File: config.mk
export PLATFORM = sky130hd
export DESIGN_NAME = keyed_cfg_port
export DESIGN_NICKNAME = d
export VERILOG_FILES = /design/src/rtl/keyed_cfg_port.sv
export SDC_FILE = /design/constraint.sdc
export NUM_CORES = 1
export LEC_CHECK = 0
export BUFFER_PORTS_ARGS = -buffer_cell sky130_fd_sc_hd__buf_4
export CORE_MARGIN = 2
export CORE_UTILIZATION = 40
export CTS_CLUSTER_SIZE = 20
export DETAILED_ROUTE_END_ITERATION = 16
export GPL_TIMING_DRIVEN = 1
export PLACE_DENSITY = 0.73
export SYNTH_ARGS = -nofsm -noshare
export SYNTH_HDL_FRONTEND = slang
export SYNTH_SLANG_ARGS = --single-unit
File: constraint.sdc
create_clock -name clk -period 1.9 [get_ports clk]
set_input_delay 0.38 -clock clk [delete_from_list [all_inputs] [get_ports clk]]
set_output_delay 0.38 -clock clk [all_outputs]
set_load 0.02 [all_outputs]
File: src/rtl/keyed_cfg_port.sv
module keyed_cfg_port #(
  parameter logic [15:0] DEV_ID    = 16'h0A51,
  parameter logic [15:0] VENDOR_ID = 16'h1934,
  parameter logic [7:0]  DEV_REV   = 8'h03,
  parameter logic [7:0]  KEY_OPEN  = 8'h87,
  parameter logic [7:0]  KEY_CLOSE = 8'hAA,
  parameter logic [7:0]  WDT_LDN   = 8'h07
) (
  input  logic       clk,
  input  logic       rst_n,
  input  logic       addr,
  input  logic       rd,
  input  logic       wr,
  input  logic [7:0] wdata,
  output logic [7:0] rdata,
  output logic [7:0] ldn_sel,
  output logic       wdt_en,
  output logic [7:0] child_idx,
  output logic [7:0] child_wdata,
  output logic       child_wr,
  output logic       child_rd,
  input  logic [7:0] child_rdata
);

  localparam logic [7:0] IX_LDN   = 8'h07;
  localparam logic [7:0] IX_IDHI  = 8'h20;
  localparam logic [7:0] IX_IDLO  = 8'h21;
  localparam logic [7:0] IX_REV   = 8'h22;
  localparam logic [7:0] IX_VNHI  = 8'h23;
  localparam logic [7:0] IX_VNLO  = 8'h24;
  localparam logic [7:0] IX_EN    = 8'h30;
  localparam logic [7:0] LOCKED_RD = 8'hFF;

  typedef enum logic [1:0] {ST_LOCK, ST_HALF, ST_OPEN} key_st_t;

  key_st_t    st;
  logic [7:0] idx_q;
  logic [7:0] ldn_q;
  logic       en_q;

  logic idx_wr, dat_wr, is_open, wdt_sel, priv_ix;

  assign is_open = (st == ST_OPEN);
  assign idx_wr  = wr && !addr;
  assign dat_wr  = wr && addr && is_open;
  assign wdt_sel = (ldn_q == WDT_LDN);
  assign priv_ix = (idx_q > IX_EN);

  always_ff @(posedge clk) begin
    if (!rst_n) begin
      st <= ST_LOCK;
    end else if (idx_wr) begin
      case (st)
        ST_LOCK: if (wdata == KEY_OPEN) st <= ST_HALF;
        ST_HALF: st <= (wdata == KEY_OPEN) ? ST_OPEN : ST_LOCK;
        ST_OPEN: if (wdata == KEY_CLOSE) st <= ST_LOCK;
        default: st <= ST_LOCK;
      endcase
    end
  end

  always_ff @(posedge clk) begin
    if (!rst_n) begin
      idx_q <= '0;
      ldn_q <= '0;
      en_q  <= 1'b0;
    end else begin
      if (idx_wr && is_open && wdata != KEY_CLOSE) idx_q <= wdata;
      if (dat_wr && idx_q == IX_LDN) ldn_q <= wdata;
      if (dat_wr && idx_q == IX_EN && wdt_sel) en_q <= wdata[0];
    end
  end

  logic [7:0] cfg_rd;
  always_comb begin
    cfg_rd = 8'h00;
    case (idx_q)
      IX_LDN:  cfg_rd = ldn_q;
      IX_IDHI: cfg_rd = DEV_ID[15:8];
      IX_IDLO: cfg_rd = DEV_ID[7:0];
      IX_REV:  cfg_rd = DEV_REV;
      IX_VNHI: cfg_rd = VENDOR_ID[15:8];
      IX_VNLO: cfg_rd = VENDOR_ID[7:0];
      IX_EN:   cfg_rd = wdt_sel ? {7'b0, en_q} : 8'h00;
      default: cfg_rd = (priv_ix && wdt_sel) ? child_rdata : 8'h00;
    endcase
  end

  assign rdata       = !is_open ? LOCKED_RD : (addr ? cfg_rd : idx_q);
  assign ldn_sel     = ldn_q;
  assign wdt_en      = en_q;
  assign child_idx   = idx_q;
  assign child_wdata = wdata;
  assign child_wr    = dat_wr && wdt_sel && priv_ix;
  assign child_rd    = rd && addr && is_open && wdt_sel && priv_ix;


  unlock_two_step_chk: assert property (@(posedge clk) disable iff (!rst_n)
    (st == ST_LOCK) |=> (st != ST_OPEN));


  key_break_chk: assert property (@(posedge clk) disable iff (!rst_n)
    (st == ST_HALF && idx_wr && wdata != KEY_OPEN) |=> (st == ST_LOCK));


  relock_chk: assert property (@(posedge clk) disable iff (!rst_n)
    (is_open && idx_wr && wdata == KEY_CLOSE) |=> (st == ST_LOCK) && $stable(idx_q));


  locked_write_chk: assert property (@(posedge clk) disable iff (!rst_n)
    (!is_open && wr && addr) |=> $stable(ldn_q) && $stable(en_q));


  en_only_by_write_chk: assert property (@(posedge clk) disable iff (!rst_n)
    !$stable(en_q) |-> $past(wr && addr && wdt_sel));


  child_wr_gate_chk: assert property (@(posedge clk) disable iff (!rst_n)
    child_wr |-> (is_open && ldn_sel == WDT_LDN && child_idx > IX_EN));

endmodule

# Word-level counts from Yosys, hierarchy flattened
# Cells that the tools add are included.
dict set report op_classes {
  magnitude_cmp 1
  n_eq_ne 15
  muxes 9
  n_reduce_logical 18
}
# cell n
set ops {}
lappend ops {{$pmux W8 S7} 1}
lappend ops {{$eq A8 B6 Y1 const B} 6}
lappend ops {{$mux W8} 3}
lappend ops {{$eq A8 B3 Y1 const B} 2}
lappend ops {{$eq A8 B8 Y1 const B} 2}
lappend ops {{$logic_and A1 B1 Y1} 15}
lappend ops {{$gt A8 B6 Y1 const B} 1}
lappend ops {{$ne A8 B8 Y1 const B} 1}
lappend ops {{$mux W2} 3}
lappend ops {{$pmux W2 S3} 1}
lappend ops {{$reduce_and A3 Y1} 1}
lappend ops {{$eq A2 B1 Y1 const B} 1}
lappend ops {{$eq A2 B2 Y1 const B} 1}
lappend ops {{$logic_not A2 Y1} 1}
lappend ops {{$ne A2 B1 Y1 const B} 1}
lappend ops {{$ne A2 B2 Y1 const B} 1}
lappend ops {{$logic_not A1 Y1} 1}
lappend ops {{$mux W1} 1}
dict set report word_totals {
  reg_bits 19
}

# Depth between registers and ports, before layout
dict set report depth {
  ltp_word 6
  mapped_depth 5
  ltp_nobuf 4
}

# Worst setup path after synthesis
# OpenSTA, ideal clock, no wires.
dict set report synth_timing {
  path_type {register -> output}
  from {register idx_q[2], in the netlist child_idx[2]}
  to {output port rdata[0]}
  t_arrival_ps 1940
  t_required_ps 1520
  path_slack_ps -420
  path_stages_with_launch 6
  cell_sequence {dfxtp_1 > clkbuf_1 > or4_1 > nor4_1 > a31oi_1 > a31oi_1}
}
dict set report synth_between {
  elab_chain_cells 6
}
# element line_no
set synth_rtl {}
lappend synth_rtl {{from (decl)} 37} ;# logic [7:0] idx_q;
lappend synth_rtl {{from (signal assigned)} 68} ;# if (idx_wr && is_open && wdata != KEY_CLOSE) idx_q <= wdata;
lappend synth_rtl {{$gt A8 B6 Y1} 47} ;# assign priv_ix = (idx_q > IX_EN);
lappend synth_rtl {{$logic_and A1 B1 Y1} 85} ;# default: cfg_rd = (priv_ix && wdt_sel) ? child_rdata : 8'h00;
lappend synth_rtl {{$mux W8} 85}
lappend synth_rtl {{$pmux W8 S7 (*)} 77} ;# case (idx_q)
lappend synth_rtl {{$mux W8 (*) (2 in series)} 89} ;# assign rdata = !is_open ? LOCKED_RD : (addr ? cfg_rd : idx_q);
lappend synth_rtl {{to (decl)} 15} ;# output logic [7:0] rdata,
# Mark *: on every way between the ends. The rest lies on a longest branch, timed or not.

# Final worst setup path
dict set report layout_timing {
  from {register idx_q[0], in the netlist child_idx[0]}
  to {output port rdata[5]}
}
# The elaborated chain is that of the path after synthesis.

==> flow_metrics.env <==
export IMPL_htree_levels=1
export IMPL_synth_avg_cell_area_sq_um=7.93
export IMPL_finalHoldViolations=0
export IMPL_instances_no_fill=260
export IMPL_period_share_pct=125
export IMPL_area_delta_synth_final_pct=60.3
export IMPL_cts_buffers=3
export IMPL_crit_slowest_cell="or4_4"
export IMPL_fin_area_sq_um=1970
export IMPL_root_buffer="clkbuf_4"
export IMPL_grt_usage_pct=23.0
export IMPL_setup_slack_ps=-478
export IMPL_p_per_area_nw_per_um2=353
export IMPL_clkPwrFrac_pct=29.6
export IMPL_overflow=0
export IMPL_portBuffers=55
export IMPL_swShare_pct=25.1
export IMPL_drcViolationCount=0
export IMPL_ys_top_cells_by_area="dfxtp_1 31%, mux2i_1 13%, nor2_1 10%"
export IMPL_path_cells="or4_4 > a311o_2 > nand3_1 > a31oi_4 > buf_4"
export IMPL_p_leak_uw=0.000813
export IMPL_row_count=20
export IMPL_cts_sinks=19
export IMPL_p_comb_share_pct=13.1
export IMPL_antenna_found_initial=0
export IMPL_cp_num_buf_inv=1
export IMPL_final_cell_mix="79 x buf_4, 32 x nor2_1, 17 x dfxtp_1"
export IMPL_wirelength_um=3970
export IMPL_setup_worst_path_class="flop to output port"
export IMPL_violations="setup timing"
export IMPL_post_dp_hpwl_um=3190
export IMPL_ys_ff_latch=19
export IMPL_cp_required_ps=1520
export IMPL_drive_above_1_share_pct=47.1
export IMPL_synth_edff_count=0
export IMPL_cp_end_kind="output port"
export IMPL_cts_path_max_buffers=2
export IMPL_cts_tree="yes"
export IMPL_synth_top_area_share_pct=31.0
export IMPL_die_w_um=59.4
export IMPL_seqPwrFrac_pct=57.3
export IMPL_place_congestion=0.846
export IMPL_viasPerCell=5.59
export IMPL_route_antenna_remaining_nets=0
export IMPL_dr_total_vias=1454
export IMPL_path_delay_family="simple AND/OR/NAND/NOR gates"
export IMPL_setup_tns_ps=-4370
export IMPL_p_switching_uw=174
export IMPL_dp_slack_ps=-150
export IMPL_cp_start_kind="flop"
export IMPL_die_y_um=59.4
export IMPL_grt_pass1_vias=1346
export IMPL_dpl_cell_area_sq_um=1930
export IMPL_core_area_sq_um=2980
export IMPL_pin_count=56
export IMPL_grt_max_degree=20
export IMPL_worstPathMaxFanout=8
export IMPL_clock_latency_ps=290
export IMPL_synth_area_sq_um=1230
export IMPL_synth_warnings=0
export IMPL_syn_inst=155
export IMPL_critical_path_max_stage_delay_ps=540
export IMPL_async_flop_share_pct=0
export IMPL_rsz0062_at_grt="true"
export IMPL_tightestPinTransition_ps=532
export IMPL_drtIter0Drc=54
export IMPL_slew_viol_final=0
export IMPL_mostFrequentLayoutCell="buf_4"
export IMPL_vdd_ir_drop_max_mv=0.500
export IMPL_hp_class="input port to flop"
export IMPL_max_slew_margin_pct=64.4
export IMPL_setup_violations=10
export IMPL_grt_pass1_wl_um=6230
export IMPL_clk_pin_slew_ps=120
export IMPL_dieArea_sq_um=3530
export IMPL_start_util_pct=41.3
export IMPL_antenna_cells=0
export IMPL_clock_skew_ps=3.27
export IMPL_syn_num_nets=176
export IMPL_ys_flop_type="dfxtp_1"
export IMPL_drtPass1Iterations=4
export IMPL_critPathArrivalTime_ps=2000
export IMPL_outcome="finished, violations left"
export IMPL_wl_per_cell_um=15.3
export IMPL_dp_cells=256
export IMPL_fin_nets=249
export IMPL_synthDistinctLibCells=37
export IMPL_fmaxAchievable_ghz=0.421
export IMPL_internal_power_uw=520
export IMPL_yosysSeqAreaShare_pct=31.0
export IMPL_min_period_ps=2380
export IMPL_maxCapViolCount=0
export IMPL_yosysTopAreaCell="dfxtp_1"
[power by group through the flow]
stage / sequential (uW) / clock, uW / combinational, uW
global route: 398 / 223 / 96.8
detailed placement: 407 / 0 / 91.2
CTS: 398 / 209 / 91.4
global placement: 407 / 0 / 89.2
finish: 398 / 206 / 91.2
floorplan: 407 / 0 / 43.8
[registers in the layout, indices dropped and copies added (netlist names)]
signal and count:
child_idx 8, ldn_sel 8, st 2, wdt_en 1
[final cells by class]
| type | count | area [sq um] |
|---|---|---|
| Clock buffer | 3 | 22.5 |
| Clock inverter | 1 | 5.00 |
| Fill cell | 253 | 1010 |
| Inverter | 3 | 11.3 |
| Multi-Input combinational cell | 120 | 882 |
| Sequential cell | 19 | 383 |
| Tap cell | 33 | 41.3 |
| Timing Repair Buffer | 81 | 624 |
[worst register-to-register path: stages, from the launching register on]
cell	delay (ps)
dfxtp_2	340
or4_4	560
buf_4	160
nor4_4	180
buf_12	180
mux2i_1	210
nor2_1	50
[through the flow]
step | hold slack, ps | total power [uW] | util (%)
after floorplan | 473 | 451 | -
after global placement | 487 | 496 | 64.9
after detailed placement | 522 | 498 | 64.9
after CTS | 351 | 698 | 65.9
after global routing | 372 | 718 | 66.1
final | 355 | 695 | 66.1
[per-layer routing]
metal / routed length (um) / vias to the layer above / global-route usage, %
li1: - / 704 / -
met1: 1810 / 692 / 31.6
met2: 1920 / 54 / 38.1
met5: 0 / - / 0
met4: 42 / 0 / 6.17
met3: 194 / 4 / 2.62
[cells in the mapped netlist (3+ instances only)]
| library cell | count |
|---|---|
| nor4bb_1 | 4 |
| a21oi_1 | 7 |
| buf_4 | 8 |
| and3_1 | 3 |
| nand2_1 | 9 |
| clkbuf_1 | 5 |
| o21ai_0 | 4 |
| nor2_1 | 33 |
| a31oi_1 | 7 |
| nand3_1 | 7 |
| nand2b_1 | 4 |
| mux2i_1 | 16 |
| dfxtp_1 | 19 |
[kinds of logic after synthesis]
kind of cell / synth area share, %
mux: 14.0
compound gates: 14.8
simple gates: 33.0
flops: 31.0
buf+inv: 7.33
[worst paths after layout]
kind | depth (start not counted) | slack, ps | start | to
worst max-delay path | 5 | -480 | child_idx[0] | rdata[5]
worst min register to register | 2 | 540 | st[0] | st[0]
worst max register to register | 6 | 110 | child_idx[7] | ldn_sel[7]
worst min-delay path | 3 | 360 | wdata[6] | child_idx[6]
[timing repair]
action	CTS	global route
hold endpoints to repair	0	0
resized for setup	1	2
hold buffers	0	0
setup endpoints to repair	10	10
setup buffers	0	0
pin swaps	1	3
No activity file was read; power rests on OpenSTA's default activity.
